==> src/rtl/wfm_pkg.sv <==
package wfm_pkg;

    localparam int SMP_W_DEF   = 24;
    localparam int WORD_W_DEF  = 32;
    localparam int NPH_DEF     = 3;
    localparam int RDY_POS_DEF = 17;
    localparam int ADDR_W_DEF  = 3;

    // flag and its enable, registered together
    typedef struct packed {
        logic ready;
        logic enable;
    } rdy_state_t;

    // what a read address selects
    typedef enum logic [1:0] {
        SEL_SAMPLE,
        SEL_STATUS,
        SEL_MASK,
        SEL_NONE
    } rd_sel_e;

endpackage

==> src/rtl/wfm_sample_bank.sv <==
module wfm_sample_bank #(
    parameter int NPH   = wfm_pkg::NPH_DEF,
    parameter int SMP_W = wfm_pkg::SMP_W_DEF
) (
    input  logic                            clk,
    input  logic                            rst_n,
    input  logic                            cap,
    input  logic [NPH*SMP_W-1:0]            smp_in,
    output logic [NPH-1:0][SMP_W-1:0]       held
);

    typedef struct packed {
        logic [NPH-1:0][SMP_W-1:0] smp;
    } bank_t;

    bank_t bank_d, bank_q;

    always_comb begin
        bank_d = bank_q;
        if (cap) begin
            for (int p = 0; p < NPH; p++) begin
                bank_d.smp[p] = smp_in[p*SMP_W +: SMP_W];
            end
        end
    end

    always_ff @(posedge clk or negedge rst_n) begin
        if (!rst_n) begin
            bank_q <= '0;
        end else begin
            bank_q <= bank_d;
        end
    end

    assign held = bank_q.smp;

    // one capture and one hold check per phase
    for (genvar g = 0; g < NPH; g++) begin : g_phase_chk
        assert_capture_R2: assert property (@(posedge clk) disable iff (!rst_n)
            cap |=> (held[g] == $past(smp_in[g*SMP_W +: SMP_W])));
        assert_hold_R2: assert property (@(posedge clk) disable iff (!rst_n)
            !cap |=> $stable(held[g]));
    end

endmodule

==> src/rtl/wfm_status.sv <==
module wfm_status (
    input  logic clk,
    input  logic rst_n,
    input  logic cap,
    input  logic clr,
    input  logic mask_we,
    input  logic mask_val,
    output logic ready,
    output logic enable,
    output logic irq_n
);

    import wfm_pkg::*;

    rdy_state_t st_d, st_q;

    always_comb begin
        st_d = st_q;
        if (mask_we) begin
            st_d.enable = mask_val;
        end
        // a capture outranks a clear in the same cycle
        if (cap) begin
            st_d.ready = 1'b1;
        end else if (clr) begin
            st_d.ready = 1'b0;
        end
    end

    always_ff @(posedge clk or negedge rst_n) begin
        if (!rst_n) begin
            st_q <= '0;
        end else begin
            st_q <= st_d;
        end
    end

    assign ready  = st_q.ready;
    assign enable = st_q.enable;
    assign irq_n  = ~(st_q.ready & st_q.enable);

    assert_set_R5: assert property (@(posedge clk) disable iff (!rst_n)
        cap |=> ready);
    assert_noset_R5: assert property (@(posedge clk) disable iff (!rst_n)
        (!cap && !ready) |=> !ready);
    assert_clear_R6: assert property (@(posedge clk) disable iff (!rst_n)
        (clr && !cap) |=> !ready);
    assert_race_R7: assert property (@(posedge clk) disable iff (!rst_n)
        (clr && cap) |=> ready);
    assert_mask_R8: assert property (@(posedge clk) disable iff (!rst_n)
        mask_we |=> (enable == $past(mask_val)));
    assert_irq_on_R9: assert property (@(posedge clk) disable iff (!rst_n)
        (cap && enable && !mask_we) |=> !irq_n);
    assert_irq_off_R9: assert property (@(posedge clk) disable iff (!rst_n)
        (!enable && !mask_we) |=> irq_n);

endmodule

==> src/rtl/wfm_read_port.sv <==
module wfm_read_port #(
    parameter int NPH     = wfm_pkg::NPH_DEF,
    parameter int SMP_W   = wfm_pkg::SMP_W_DEF,
    parameter int WORD_W  = wfm_pkg::WORD_W_DEF,
    parameter int RDY_POS = wfm_pkg::RDY_POS_DEF,
    parameter int ADDR_W  = wfm_pkg::ADDR_W_DEF
) (
    input  logic                       clk,
    input  logic                       rst_n,
    input  logic                       rd_en,
    input  logic [ADDR_W-1:0]          rd_addr,
    input  logic [NPH-1:0][SMP_W-1:0]  held,
    input  logic                       ready,
    input  logic                       enable,
    output logic [WORD_W-1:0]          rd_data
);

    import wfm_pkg::*;

    localparam int                EXT_W     = WORD_W - SMP_W;
    localparam logic [ADDR_W-1:0] STAT_ADDR = ADDR_W'(NPH);
    localparam logic [ADDR_W-1:0] MASK_ADDR = ADDR_W'(NPH + 1);

    typedef struct packed {
        logic [WORD_W-1:0] data;
    } rd_state_t;

    rd_state_t rs_d, rs_q;
    rd_sel_e   sel;
    logic [WORD_W-1:0] word;

    function automatic logic [WORD_W-1:0] widen(input logic [SMP_W-1:0] s);
        return {{EXT_W{s[SMP_W-1]}}, s};
    endfunction

    always_comb begin
        if (rd_addr < STAT_ADDR) begin
            sel = SEL_SAMPLE;
        end else if (rd_addr == STAT_ADDR) begin
            sel = SEL_STATUS;
        end else if (rd_addr == MASK_ADDR) begin
            sel = SEL_MASK;
        end else begin
            sel = SEL_NONE;
        end
    end

    always_comb begin
        word = '0;
        unique case (sel)
            SEL_SAMPLE: begin
                for (int p = 0; p < NPH; p++) begin
                    if (rd_addr == ADDR_W'(p)) begin
                        word = widen(held[p]);
                    end
                end
            end
            SEL_STATUS: word[RDY_POS] = ready;
            SEL_MASK:   word[RDY_POS] = enable;
            default:    word = '0;
        endcase
    end

    always_comb begin
        rs_d = rs_q;
        if (rd_en) begin
            rs_d.data = word;
        end
    end

    always_ff @(posedge clk or negedge rst_n) begin
        if (!rst_n) begin
            rs_q <= '0;
        end else begin
            rs_q <= rs_d;
        end
    end

    assign rd_data = rs_q.data;

    assert_sext_R4: assert property (@(posedge clk) disable iff (!rst_n)
        (rd_en && (rd_addr < STAT_ADDR)) |=>
            ((rd_data[WORD_W-1:SMP_W-1] == '0) || (rd_data[WORD_W-1:SMP_W-1] == '1)));
    assert_keep_R4: assert property (@(posedge clk) disable iff (!rst_n)
        !rd_en |=> $stable(rd_data));
    assert_unmapped_R10: assert property (@(posedge clk) disable iff (!rst_n)
        (rd_en && (rd_addr > MASK_ADDR)) |=> (rd_data == '0));

endmodule

==> src/rtl/wfm_snapshot.sv <==
module wfm_snapshot #(
    parameter int NPH     = wfm_pkg::NPH_DEF,
    parameter int SMP_W   = wfm_pkg::SMP_W_DEF,
    parameter int WORD_W  = wfm_pkg::WORD_W_DEF,
    parameter int RDY_POS = wfm_pkg::RDY_POS_DEF,
    parameter int ADDR_W  = wfm_pkg::ADDR_W_DEF
) (
    input  logic                  clk,
    input  logic                  rst_n,
    input  logic                  smp_valid,
    input  logic [NPH*SMP_W-1:0]  smp_in,
    input  logic                  rd_en,
    input  logic [ADDR_W-1:0]     rd_addr,
    output logic [WORD_W-1:0]     rd_data,
    input  logic                  wr_en,
    input  logic [ADDR_W-1:0]     wr_addr,
    input  logic [WORD_W-1:0]     wr_data,
    output logic                  irq_n
);

    localparam logic [ADDR_W-1:0] STAT_ADDR = ADDR_W'(NPH);
    localparam logic [ADDR_W-1:0] MASK_ADDR = ADDR_W'(NPH + 1);

    logic [NPH-1:0][SMP_W-1:0] held;
    logic ready, enable;
    logic clr, mask_we, mask_val;
    logic wr_unused;

    // write decode: only bit RDY_POS of the data carries meaning
    always_comb begin
        clr      = wr_en && (wr_addr == STAT_ADDR) && wr_data[RDY_POS];
        mask_we  = wr_en && (wr_addr == MASK_ADDR);
        mask_val = wr_data[RDY_POS];
    end

    assign wr_unused = ^wr_data;

    wfm_sample_bank #(.NPH(NPH), .SMP_W(SMP_W)) u_bank (
        .clk    (clk),
        .rst_n  (rst_n),
        .cap    (smp_valid),
        .smp_in (smp_in),
        .held   (held)
    );

    wfm_status u_status (
        .clk      (clk),
        .rst_n    (rst_n),
        .cap      (smp_valid),
        .clr      (clr),
        .mask_we  (mask_we),
        .mask_val (mask_val),
        .ready    (ready),
        .enable   (enable),
        .irq_n    (irq_n)
    );

    wfm_read_port #(
        .NPH(NPH), .SMP_W(SMP_W), .WORD_W(WORD_W),
        .RDY_POS(RDY_POS), .ADDR_W(ADDR_W)
    ) u_rd (
        .clk     (clk),
        .rst_n   (rst_n),
        .rd_en   (rd_en),
        .rd_addr (rd_addr),
        .held    (held),
        .ready   (ready),
        .enable  (enable),
        .rd_data (rd_data)
    );

    assert_reset_R1: assert property (@(posedge clk) !rst_n |=> (irq_n && (rd_data == '0)));

endmodule

==> config.mk <==
export PLATFORM = sky130hd
export DESIGN_NAME = wfm_snapshot
export DESIGN_NICKNAME = d
export VERILOG_FILES = /design/src/rtl/wfm_pkg.sv /design/src/rtl/wfm_sample_bank.sv /design/src/rtl/wfm_status.sv /design/src/rtl/wfm_read_port.sv /design/src/rtl/wfm_snapshot.sv
export SDC_FILE = /design/constraint.sdc
export NUM_CORES = 1
export LEC_CHECK = 0
export CAP_MARGIN = 5
export CELL_PAD_IN_SITES_DETAIL_PLACEMENT = 0
export CELL_PAD_IN_SITES_GLOBAL_PLACEMENT = 1
export CORE_ASPECT_RATIO = 2
export CORE_MARGIN = 1.5
export CORE_UTILIZATION = 35
export CTS_CLUSTER_DIAMETER = 150
export CTS_CLUSTER_SIZE = 12
export DETAILED_ROUTE_END_ITERATION = 10
export PLACE_DENSITY = 0.81
export SYNTH_ARGS = -nofsm -noshare
export SYNTH_HDL_FRONTEND = slang
export SYNTH_SLANG_ARGS = --single-unit
==> constraint.sdc <==
create_clock -name clk -period 1.2 [get_ports clk]
set_input_delay 0.36 -clock clk [delete_from_list [all_inputs] [get_ports clk]]
set_output_delay 0.36 -clock clk [all_outputs]
set_load 0.02 [all_outputs]
==> run metrics <==
status complete, but fails checks; violated checks setup timing; core area 0.0121 mm^2; worst-skew pair later-pin latency 0.34 ns; Synth area leaders dfrtp_1 57%, mux2_2 19%, mux2i_1 5.4%, a31oi_1 3.3%, or2_1 2.8%; # diodes 0; WL per Instance 16.9 um; Slew @ Worst Pin 0.201 ns; CTS sink cnt 98; final hold vios 0; path type of the worst setup path flop to output pin; worst setup margin -0.186 ns; Final Total Pwr 8.14 mW; fmax 721 MHz; synthesized netlist cell count 330; worst hold path depth 2; Worst Hold Launch smp_valid; clock skew 0.00506 ns; die span in x 81.3 um; port buffer count 116; xor-xnor portion of the synthesized cell area 0%; drt drc 0; Final Util 50.6%; mux cell area share after synthesis 25.1%; RePlAce Congestion 0.735; effective utilization at floorplan 35.6%; sequential-to-total area share from yosys stat 57.1%; largest area contributor in the netlist dfrtp_1; Hold Path Class primary input to flop; Critical Path Source Type flop; unrepaired setup endpoints after global routing yes; Crit Reg-Reg Startpoint u_status.ready; via count 3040; Via density 4.98; DRT Pass-1 Iters 4; H-tree Lvls 3; Die Y 160 um; CTS tree done; final setup violating endpoints 34; main combinational cell family by area after synthesis multiplexers; P per Cell Area 1330 mW/mm^2; Net Count, Synth 445; worst vdd ir 747 uV; Critical Path AT 1.03 ns; RR Endpoint u_rd.rd_data[17]; top cell type's share of synthesized area 57.1%; first-pass GRT wire length 16000 um; largest net degree at the start of global routing 40; Layout Nets 577; final wirelength 10300 um; adder-cell area share of the yosys netlist 0%; die area 0.0130 mm^2; Slew Viols, Final 0; # Max-Cap Violations 0; initial antenna violation count 0; vias in the first global route 3152; R2R setup slack -0.03 ns; Synth Area in Compound Gates 6.61%; total grt overflow 0; IO Count 148; Antenna Violating Nets Remaining 0; crit-path max FO 6; Placement Cell Area 0.00569 mm^2; worst-case reg-to-reg path depth 3; Worst Setup SP u_rd.rd_data[30]; Leakage 2.62 nW; synthesized cell area 0.00430 mm^2; HPWL after detailed placement 7590 um; share of cells above drive strength 1 35.6%; area growth from synthesis to layout 42.0%; clock root buffer clkbuf_16; Final Critical Period 1.39 ns; GRT Util Overall 16.9%; CTS Buf Count 9; clk slew on worst S/H paths 0.06 ns; fin crit share 116%; warnings from Yosys 0; iteration-0 DRC count of the detailed router 169; Worst Hold Path EP u_bank.held[4]; post-route cell area 0.00610 mm^2; Slew HR 86.2%; Seq cells post-synth 98; Synth Area in Simple Gates 6.61%; Rows 57; WP data required 0.84 ns; CTS max path bufs 2; count of cell types in the netlist 22; syn_area_per_cell 13.0 um^2; crit end category output pin; setup_tns -1.92 ns
==> synthesized netlist by cell type, drive strengths merged <==
master / count
mux2i: 23
nor2b: 2
o31a: 1
nand4: 1
a21o: 1
mux2: 73
nor3: 1
nand2: 27
o2bb2ai: 1
clkbuf: 7
or2: 23
o21ai: 23
dfrtp: 98
nor2: 2
mux4: 1
buf: 23
a31oi: 23
==> what timing repair did <==
action	4_1_cts	5_1_grt
buffers inserted	10	3
endpoints found under the setup margin	48	35
cloned	1	0
pin swaps	2	2
resized for setup	193	1
hold buffers	1	0
hold endpoints to repair	10	0
==> area by class of cell <==
type                    count  area (um^2)
clock buffers              12          267
fillers                  1074         5950
multi-input cells         202         1650
flip-flops and latches     98         2450
well taps                 147          184
repair buffers            151         1540
==> state kept, by name (all words and copies together) (netlist names) <==
name	cells
u_status.enable	1
u_status.ready	1
u_rd.rd_data	24
u_bank.held	72
==> cells by family after synthesis <==
kind of cell,after synthesis
AO/OA/AOI/OAI,49
buffers and inverters,30
flip-flops,98
multiplexers,97
AND/OR/NAND/NOR,56
==> routing by layer <==
metal | part of all wire [%] | track usage, % | vias up
li1 | - | - | 1427
met1 | 36 | 18.2 | 1522
met2 | 58 | 31.1 | 78
met3 | 4.4 | 3.49 | 13
met4 | 1.9 | 6.11 | 0
met5 | 0 | 0 | -
==> how the worst max path moves through the flow <==
stage,end,slack [ns]
6_report,rd_data[24],-0.19
5_1_grt,rd_data[24],-0.22
4_1_cts,rd_data[24],-0.21
3_5_place_dp,u_rd.rd_data[14],-0.49
3_3_place_gp,u_rd.rd_data[11],-0.42
2_1_floorplan,u_rd.rd_data[17],-0.001
==> stage by stage <==
stage	worst slack, ns	instances	hold WS [ns]
2_1_floorplan	-0.00126	330	0.0644
3_3_place_gp	-0.424	583	0.226
3_5_place_dp	-0.489	583	0.227
4_1_cts	-0.208	607	0.379
5_1_grt	-0.221	610	0.387
6_report	-0.186	610	0.390
==> power by group <==
group / switching [mW] / internal [mW]
registers: 0.194 / 3.65
clock network: 1.10 / 1.53
logic: 0.693 / 0.972
==> critical path, stage by stage, from the launching register on <==
cell	delay (ns)
dfrtp_2	0.43
buf_6	0.14
buf_6	0.12
==> layout by cell type, fill, tap and decap left out, types with 2 or more instances in the layout <==
| master | n |
|---|---|
| buf_12 | 9 |
| clkdlybuf4s50_1 | 78 |
| clkbuf_16 | 9 |
| a31oi_1 | 23 |
| mux2_2 | 73 |
| nor2_1 | 2 |
| or2_1 | 19 |
| mux2i_1 | 23 |
| clkbuf_8 | 3 |
| dfrtp_1 | 97 |
| or2_2 | 4 |
| nand2_1 | 27 |
| buf_2 | 8 |
| buf_4 | 23 |
| buf_6 | 31 |
| o21ai_0 | 23 |
Power figures use the tool's default switching activity.
